==> src/rtl/rxq_pkg.sv <==
package rxq_pkg;

    localparam int RXQ_DATA_W = 8;
    localparam int RXQ_ERR_W  = 3;

    // Error flags carried with each character
    typedef struct packed {
        logic brk;
        logic ferr;
        logic perr;
    } rxq_err_t;

    // One queue entry: flags above data
    typedef struct packed {
        rxq_err_t               err;
        logic [RXQ_DATA_W-1:0]  data;
    } rxq_ent_t;

    // Host-visible status word
    typedef struct packed {
        logic [RXQ_ERR_W-1:0] err;
        logic                 ovr;
        logic                 zero;
        logic                 lvl;
        logic                 full;
        logic                 rdy;
    } rxq_stat_t;

    // Build an entry; a break always stores a zero character
    function automatic rxq_ent_t rxq_make_ent(input logic [RXQ_DATA_W-1:0] d,
                                              input rxq_err_t e);
        rxq_ent_t r;
        r.err  = e;
        r.data = e.brk ? '0 : d;
        return r;
    endfunction

    function automatic rxq_stat_t rxq_make_stat(input logic [RXQ_ERR_W-1:0] e,
                                                input logic ovr,
                                                input logic lvl,
                                                input logic full,
                                                input logic rdy);
        rxq_stat_t s;
        s.err  = e;
        s.ovr  = ovr;
        s.zero = 1'b0;
        s.lvl  = lvl;
        s.full = full;
        s.rdy  = rdy;
        return s;
    endfunction

endpackage

==> src/rtl/rxq_store.sv <==
module rxq_store
    import rxq_pkg::*;
#(
    parameter int DEPTH = 256,
    localparam int PTR_W = $clog2(DEPTH),
    localparam int CNT_W = PTR_W + 1
) (
    input  logic              clk,
    input  logic              rst,
    input  logic              flush,
    input  logic              wr_req,
    input  rxq_ent_t          wr_ent,
    input  logic              rd_req,
    output rxq_ent_t          head,
    output logic [RXQ_DATA_W-1:0] rd_data,
    output logic [CNT_W-1:0]  count,
    output logic              push_ok,
    output logic              drop
);

    rxq_ent_t         mem [DEPTH];
    logic [PTR_W-1:0] wr_ptr, rd_ptr;
    logic [PTR_W-1:0] wr_nxt, rd_nxt;
    logic             pop_ok;
    logic             is_full, is_empty;

    assign is_full  = (count == CNT_W'(DEPTH));
    assign is_empty = (count == '0);

    // Read wins a slot first, so a full queue can still take a write
    assign pop_ok  = rd_req & ~is_empty & ~flush;
    assign push_ok = wr_req & ~flush & (~is_full | pop_ok);
    assign drop    = wr_req & ~flush & ~push_ok;

    generate
        if ((DEPTH & (DEPTH - 1)) == 0) begin : g_pow2
            assign wr_nxt = wr_ptr + 1'b1;
            assign rd_nxt = rd_ptr + 1'b1;
        end else begin : g_wrap
            assign wr_nxt = (wr_ptr == PTR_W'(DEPTH - 1)) ? '0 : wr_ptr + 1'b1;
            assign rd_nxt = (rd_ptr == PTR_W'(DEPTH - 1)) ? '0 : rd_ptr + 1'b1;
        end
    endgenerate

    assign head = mem[rd_ptr];

    always_ff @(posedge clk) begin
        if (push_ok) begin
            mem[wr_ptr] <= wr_ent;
        end
    end

    always_ff @(posedge clk) begin
        if (rst || flush) begin
            wr_ptr <= '0;
            rd_ptr <= '0;
            count  <= '0;
        end else begin
            if (push_ok) wr_ptr <= wr_nxt;
            if (pop_ok)  rd_ptr <= rd_nxt;
            case ({push_ok, pop_ok})
                2'b10:   count <= count + 1'b1;
                2'b01:   count <= count - 1'b1;
                default: count <= count;
            endcase
        end
    end

    // Data register holds the last character taken
    always_ff @(posedge clk) begin
        if (rst) begin
            rd_data <= '0;
        end else if (pop_ok) begin
            rd_data <= head.data;
        end
    end

endmodule

==> src/rtl/rxq_errtrk.sv <==
module rxq_errtrk
    import rxq_pkg::*;
(
    input  logic                 clk,
    input  logic                 rst,
    input  logic                 flush,
    input  logic                 err_clr,
    input  logic                 blk_mode,
    input  logic                 push_ok,
    input  logic                 drop,
    input  logic [RXQ_ERR_W-1:0] new_err,
    input  logic [RXQ_ERR_W-1:0] head_err,
    input  logic                 nonempty,
    output logic [RXQ_ERR_W-1:0] rep_err,
    output logic                 overrun
);

    logic [RXQ_ERR_W-1:0] acc;
    logic [RXQ_ERR_W-1:0] acc_base;

    assign acc_base = err_clr ? '0 : acc;

    // New flags are ORed in after the clear, so a same-cycle event survives
    always_ff @(posedge clk) begin
        if (rst || flush) begin
            acc     <= '0;
            overrun <= 1'b0;
        end else begin
            acc     <= acc_base | (push_ok ? new_err : '0);
            overrun <= (overrun & ~err_clr) | drop;
        end
    end

    always_comb begin
        if (blk_mode) begin
            rep_err = acc;
        end else if (nonempty) begin
            rep_err = head_err;
        end else begin
            rep_err = '0;
        end
    end

endmodule

==> src/rtl/rxq_level.sv <==
module rxq_level #(
    parameter int DEPTH = 256,
    localparam int LVL_W = $clog2(DEPTH),
    localparam int CNT_W = LVL_W + 1
) (
    input  logic [CNT_W-1:0] count,
    input  logic [LVL_W-1:0] fill_lvl,
    output logic             ready,
    output logic             full,
    output logic             irq
);

    logic [LVL_W-1:0] lvl_eff;

    // A zero level would request with nothing stored; treat it as one
    assign lvl_eff = (fill_lvl == '0) ? LVL_W'(1) : fill_lvl;

    assign ready = (count != '0);
    assign full  = (count == CNT_W'(DEPTH));
    assign irq   = (count >= {1'b0, lvl_eff});

endmodule

==> src/rtl/rxq_stat_buf.sv <==
module rxq_stat_buf
    import rxq_pkg::*;
#(
    parameter int DEPTH = 256,
    localparam int LVL_W = $clog2(DEPTH)
) (
    input  logic             clk,
    input  logic             rst,
    input  logic             rx_valid,
    input  logic [7:0]       rx_data,
    input  logic             rx_brk,
    input  logic             rx_ferr,
    input  logic             rx_perr,
    input  logic             rd_en,
    input  logic             blk_mode,
    input  logic             err_clr,
    input  logic             rx_clr,
    input  logic [LVL_W-1:0] fill_lvl,
    output logic [7:0]       rd_data,
    output logic [7:0]       status,
    output logic             ready,
    output logic             full,
    output logic             irq,
    output logic             overrun
);

    localparam int CNT_W = LVL_W + 1;

    rxq_err_t             in_err;
    rxq_ent_t             in_ent;
    rxq_ent_t             head;
    logic [CNT_W-1:0]     count;
    logic                 push_ok;
    logic                 drop;
    logic [RXQ_ERR_W-1:0] rep_err;
    rxq_stat_t            stat;

    assign in_err = '{brk: rx_brk, ferr: rx_ferr, perr: rx_perr};
    assign in_ent = rxq_make_ent(rx_data, in_err);

    rxq_store #(.DEPTH(DEPTH)) u_store (
        .clk     (clk),
        .rst     (rst),
        .flush   (rx_clr),
        .wr_req  (rx_valid),
        .wr_ent  (in_ent),
        .rd_req  (rd_en),
        .head    (head),
        .rd_data (rd_data),
        .count   (count),
        .push_ok (push_ok),
        .drop    (drop)
    );

    rxq_errtrk u_err (
        .clk      (clk),
        .rst      (rst),
        .flush    (rx_clr),
        .err_clr  (err_clr),
        .blk_mode (blk_mode),
        .push_ok  (push_ok),
        .drop     (drop),
        .new_err  (in_err),
        .head_err (head.err),
        .nonempty (ready),
        .rep_err  (rep_err),
        .overrun  (overrun)
    );

    rxq_level #(.DEPTH(DEPTH)) u_lvl (
        .count    (count),
        .fill_lvl (fill_lvl),
        .ready    (ready),
        .full     (full),
        .irq      (irq)
    );

    assign stat   = rxq_make_stat(rep_err, overrun, irq, full, ready);
    assign status = stat;

endmodule

==> config.mk <==
export PLATFORM = sky130hd
export DESIGN_NAME = rxq_stat_buf
export DESIGN_NICKNAME = d
export VERILOG_FILES = /design/src/rtl/rxq_pkg.sv /design/src/rtl/rxq_store.sv /design/src/rtl/rxq_errtrk.sv /design/src/rtl/rxq_level.sv /design/src/rtl/rxq_stat_buf.sv
export SDC_FILE = /design/constraint.sdc
export NUM_CORES = 2
export LEC_CHECK = 0
export BUFFER_PORTS_ARGS = -buffer_cell sky130_fd_sc_hd__buf_2
export CAP_MARGIN = 20
export CORE_MARGIN = 5
export CORE_UTILIZATION = 45
export CTS_CLUSTER_DIAMETER = 120
export CTS_CLUSTER_SIZE = 14
export DETAILED_ROUTE_END_ITERATION = 16
export SLEW_MARGIN = 20
export SYNTH_ARGS = -nofsm -noshare
export SYNTH_HDL_FRONTEND = slang
export SYNTH_SLANG_ARGS = --single-unit
==> constraint.sdc <==
create_clock -name clk -period 12.2 [get_ports clk]
set_input_delay 1.83 -clock clk [delete_from_list [all_inputs] [get_ports clk]]
set_output_delay 1.83 -clock clk [all_outputs]
set_load 0.01 [all_outputs]
Word-level counts from Yosys, hierarchy flattened. Memories as Yosys holds them, arrays and structs flattened. A register that Yosys moved wholly into a read port is not among the register bits. Index checks and enable logic that the tools add are counted. Widths: inputs -> output; s select.

Muxes and demuxes: 11. Magnitude comparators: 1. Reduce and logical (&&, ||, !) cells: 5. Bitwise operators: 14. Equal/unequal tests: 3. Add/sub/neg operators: 4.

Operators by type and width (count): $mux 8 (4); $pmux 9 s2 (1); $add 8x1->8 const B (2); $mux 3 (4); $add 9x1->9 const B (1); $eq 9x9->1 const B (1); $ge 9x8->1 (1); $logic_not 9->1 (1); $reduce_bool 9->1 (1); $sub 9x1->9 const B (1); $logic_not 8->1 (1); $and 1x1->1 (6); $not 1->1 (5); $or 3x3->3 (1); $eq 2x1->1 const B (1); $eq 2x2->1 const B (1); $mux 1 (2); $or 1x1->1 (2); $reduce_bool 2->1 (1); $logic_or 1x1->1 (1).

Memory bits (writable): 2816. Bits of input ports: 26. Memories kept: 1. Bits in registers: 37.

Memories: u_store.mem (words 256, bits a word 11, read ports 1, clocked after Yosys merged registers in 1, write ports 1, RTL line rxq_store.sv:21) `rxq_ent_t mem [DEPTH];`.

Longest topological paths before layout.
Depth in word-level cells: 9. Mapped depth: 13. Gate-level depth less buffers: 12.

Cells and area by module. Synthesis repeated with hierarchy kept, for this count alone.

Cells, all modules: 5085. Area, all modules: 110930.1 µm².

Modules (own cells, without submodules): rxq_store (area each 110385.9 µm², instances 1, seq. area each 85381.9 µm², cells an instance 5007); rxq_level (area each 251.5 µm², instances 1, seq. area each 0.0 µm², cells an instance 38); rxq_errtrk (area each 201.4 µm², instances 1, seq. area each 80.1 µm², cells an instance 26); rxq_stat_buf (area each 91.3 µm², instances 1, seq. area each 0.0 µm², cells an instance 14).

Least setup slack after synthesis. OpenSTA, ideal clock, no wires.

Path kind: input to register. From: input port rx_brk. To: memory u_store.mem[0][0] (netlist name) (data pin). Stages on the path: 1. Slack: 2.604 ns. Required time: 10.731 ns. Arrival time: 8.126 ns. Path through: nor2b_1.

Longest elaborated chain between the ends: 1.

RTL lines: from (decl) (RTL line rxq_stat_buf.sv:11) `input logic rx_brk,`; $mux 8 (RTL line rxq_pkg.sv:34) `r.data = e.brk ? '0 : d;`; to (decl) (RTL line rxq_store.sv:21).

No other way between the ends.

==> metrics.txt <==
Required @ worst endpoint between 10 and 15 ns; Pwr Density roughly 150 nW/um^2; Lkg Pwr about 0.034 uW; placed cell area ~120000 sq um; global-route wire length before repair between 400000 and 500000 um; hold slack final 0.496 ns; CTS tree built; Rel. slew slack 0.158; maximum fanout along the worst path 48; Seq/Total Area, Yosys 0.773; Tmin final 7.62 ns; vias in the first global route ~54000; CP Capture Type primary output; worst skew pair latency 0.93 ns; Commonest cells post-synth edfxtp_1, mux4_2, nor2_1; Post-synth top flop edfxtp_1; WS Path Type reg2out; failing checks DRC; buffers added on ports 44; initial antenna violation count 18; DP HPWL roughly 180000 um; # setup viols final 0; Core Util, Final 0.497; Unique masters post-synth 69; Reg-to-Reg End u_store.rd_data[5]; Fillers a little under 20000; Max-cap violations 0; area grow syn2layout 10.2%; clock slew at reported path FFs about 0.070 ns; drt first pass iters 14; std cell rows between 150 and 200; Initial Util 0.451; syn nets around 5200; share of the synthesized area in the top cell type 0.765; cell with the most instances after synthesis edfxtp_1; top cells by area, synth edfxtp_1, mux4_2, mux2i_1; H-tree Lvls 4; final setup TNS 0 ns; drt total wl 293000 um; startpoint type of the worst setup path flop; Yosys top cell by area edfxtp_1; Ys Warns 0; buffer depth of the longest clock path 3; fin nets ~5500; layout cells sized above 1 0.244; post-route cell area 122000 sq um; ratio of final minimum period to clock period 0.624; DR WL/cell between 30 and 40 um; Die Y approximately 510 um; asr flop ratio synth 0; Pwr Total between 15000 and 20000 uW; reg2reg path depth 9; clk root buf clkbuf_16; Hold Buf Count CTS 0; DR vias/cell just over 6; #FFs+latches synth 2861; Clock Sinks ~2900; max frequency about 130 MHz; via count roughly 54000; area of the die between 200000 and 300000 sq um; Num CTS Buffers around 220; largest net degree at the start of global routing between 150 and 200; GPL Wtd Cong approximately 0.84; Post-synth EDFFs around 2800; I/O Pins 46; HP Class reg2reg; status finished with violations; crit path DAT 5.79 ns; die width around 510 um; skew final approximately 0.073 ns; Synth Instances around 5200; Post-CTS Setup Bufs 0; First DRT Iteration DRCs a little over 7000; grt total ovfl 0; Avg Cell Area, Syn about 21 sq um; Synth Cell Area between 100000 and 150000 sq um; Final Hold Fails 0; reg2reg setup slack roughly 7 ns; Worst-Margin Slew ~1.3 ns; hold path cells 2; # DRC 2; Core Region around 250000 sq um; RSZ-0062 raised after global routing no; antenna violation net count after detailed routing 0; Final Max Tran Viols 0; aggregate global-route resource usage 0.227; post-CTS sizing 0; crit path capture status[6]; Peak supply drop around 0.15 mV
[sequential cells by signal, indices dropped and copies added, names as in the netlist, named ones only]
name             flops
u_err.acc            3
u_err.overrun        1
u_store.count        9
u_store.mem       2816
u_store.rd_data      8
u_store.rd_ptr       8
u_store.wr_ptr       8
[logic make-up after synthesis]
family | share of synthesized area
other | 0.0000339
and+or+nand+nor | 0.0267
AOI/OAI and AO/OA | 0.0283
muxes | 0.152
xor gates and xnor gates | 0.00135
buffers and inverters | 0.0161
adders and majority gates | 0.00244
DFF | 0.773
[critical path, cell delays in order (launching register included)]
cell and delay [ns]:
dfxtp_4 0.62, buf_4 0.70, buf_4 0.86, mux4_2 0.37, a22oi_1 0.10, nand3_1 0.46
nand4_1 0.27, nor3_1 0.57, a32o_1 0.58, buf_2 0.22
[placed cells by master (no fill, tap or decap), types with 41 or more instances in the layout]
cell          n
a21oi_1      47
a22oi_1     111
nor2_1      221
clkbuf_16   225
o22ai_1      69
nor2_2       91
buf_4       265
nand3_1      65
clkbuf_1     62
edfxtp_1   2816
mux2i_1     196
mux4_2      660
a211oi_1     46
o21ai_0      45
buf_2        41
nand2_1     148
[through the flow]
stage	setup slack, ns	instances
final	4.58	8745
after global routing	4.40	8742
after CTS	4.58	8730
after detailed placement	5.58	8428
after global placement	5.57	8419
after floorplan	2.60	5193
[report_power, final]
group,internal (uW),switching [uW],leakage [uW]
combinational,107,273,0.00730
sequential,10800,5.27,0.0235
clock,3360,3300,0.00297
[worst min path at each step]
| stage | start | to | slack, ns |
|---|---|---|---|
| floorplan | u_store.rd_ptr[5] | flop | 0.47 |
| global placement | u_err.overrun | u_err.overrun | 0.48 |
| detailed placement | u_err.overrun | u_err.overrun | 0.48 |
| CTS | u_err.overrun | u_err.overrun | 0.50 |
| global route | u_err.overrun | u_err.overrun | 0.51 |
| finish | u_err.overrun | u_err.overrun | 0.50 |
[cell type report]
cell class | instances | area (sq um) | area share
Antenna cell | 8 | 20.0 | 0.000164
Clock buffer | 287 | 5860 | 0.0481
Clock inverter | 15 | 283 | 0.00232
Inverter | 19 | 76.3 | 0.000626
Multi-Input combinational cell | 2012 | 23700 | 0.194
Sequential cell | 2861 | 85500 | 0.701
Tap cell | 3220 | 4030 | 0.0331
Timing Repair Buffer | 323 | 2470 | 0.0203
[routing by layer]
metal  routed length [um]  vias to the layer above  part of all wire  global-route usage
li1                     -                    22054                 -                   -
met1               118000                    29149              0.40               0.323
met3                27100                      424             0.092              0.0492
met2               138000                     2551              0.47               0.354
met4                 9820                        8             0.034              0.0728
met5                   62                        -           0.00021                   0
(Power assumes the default switching activity.)
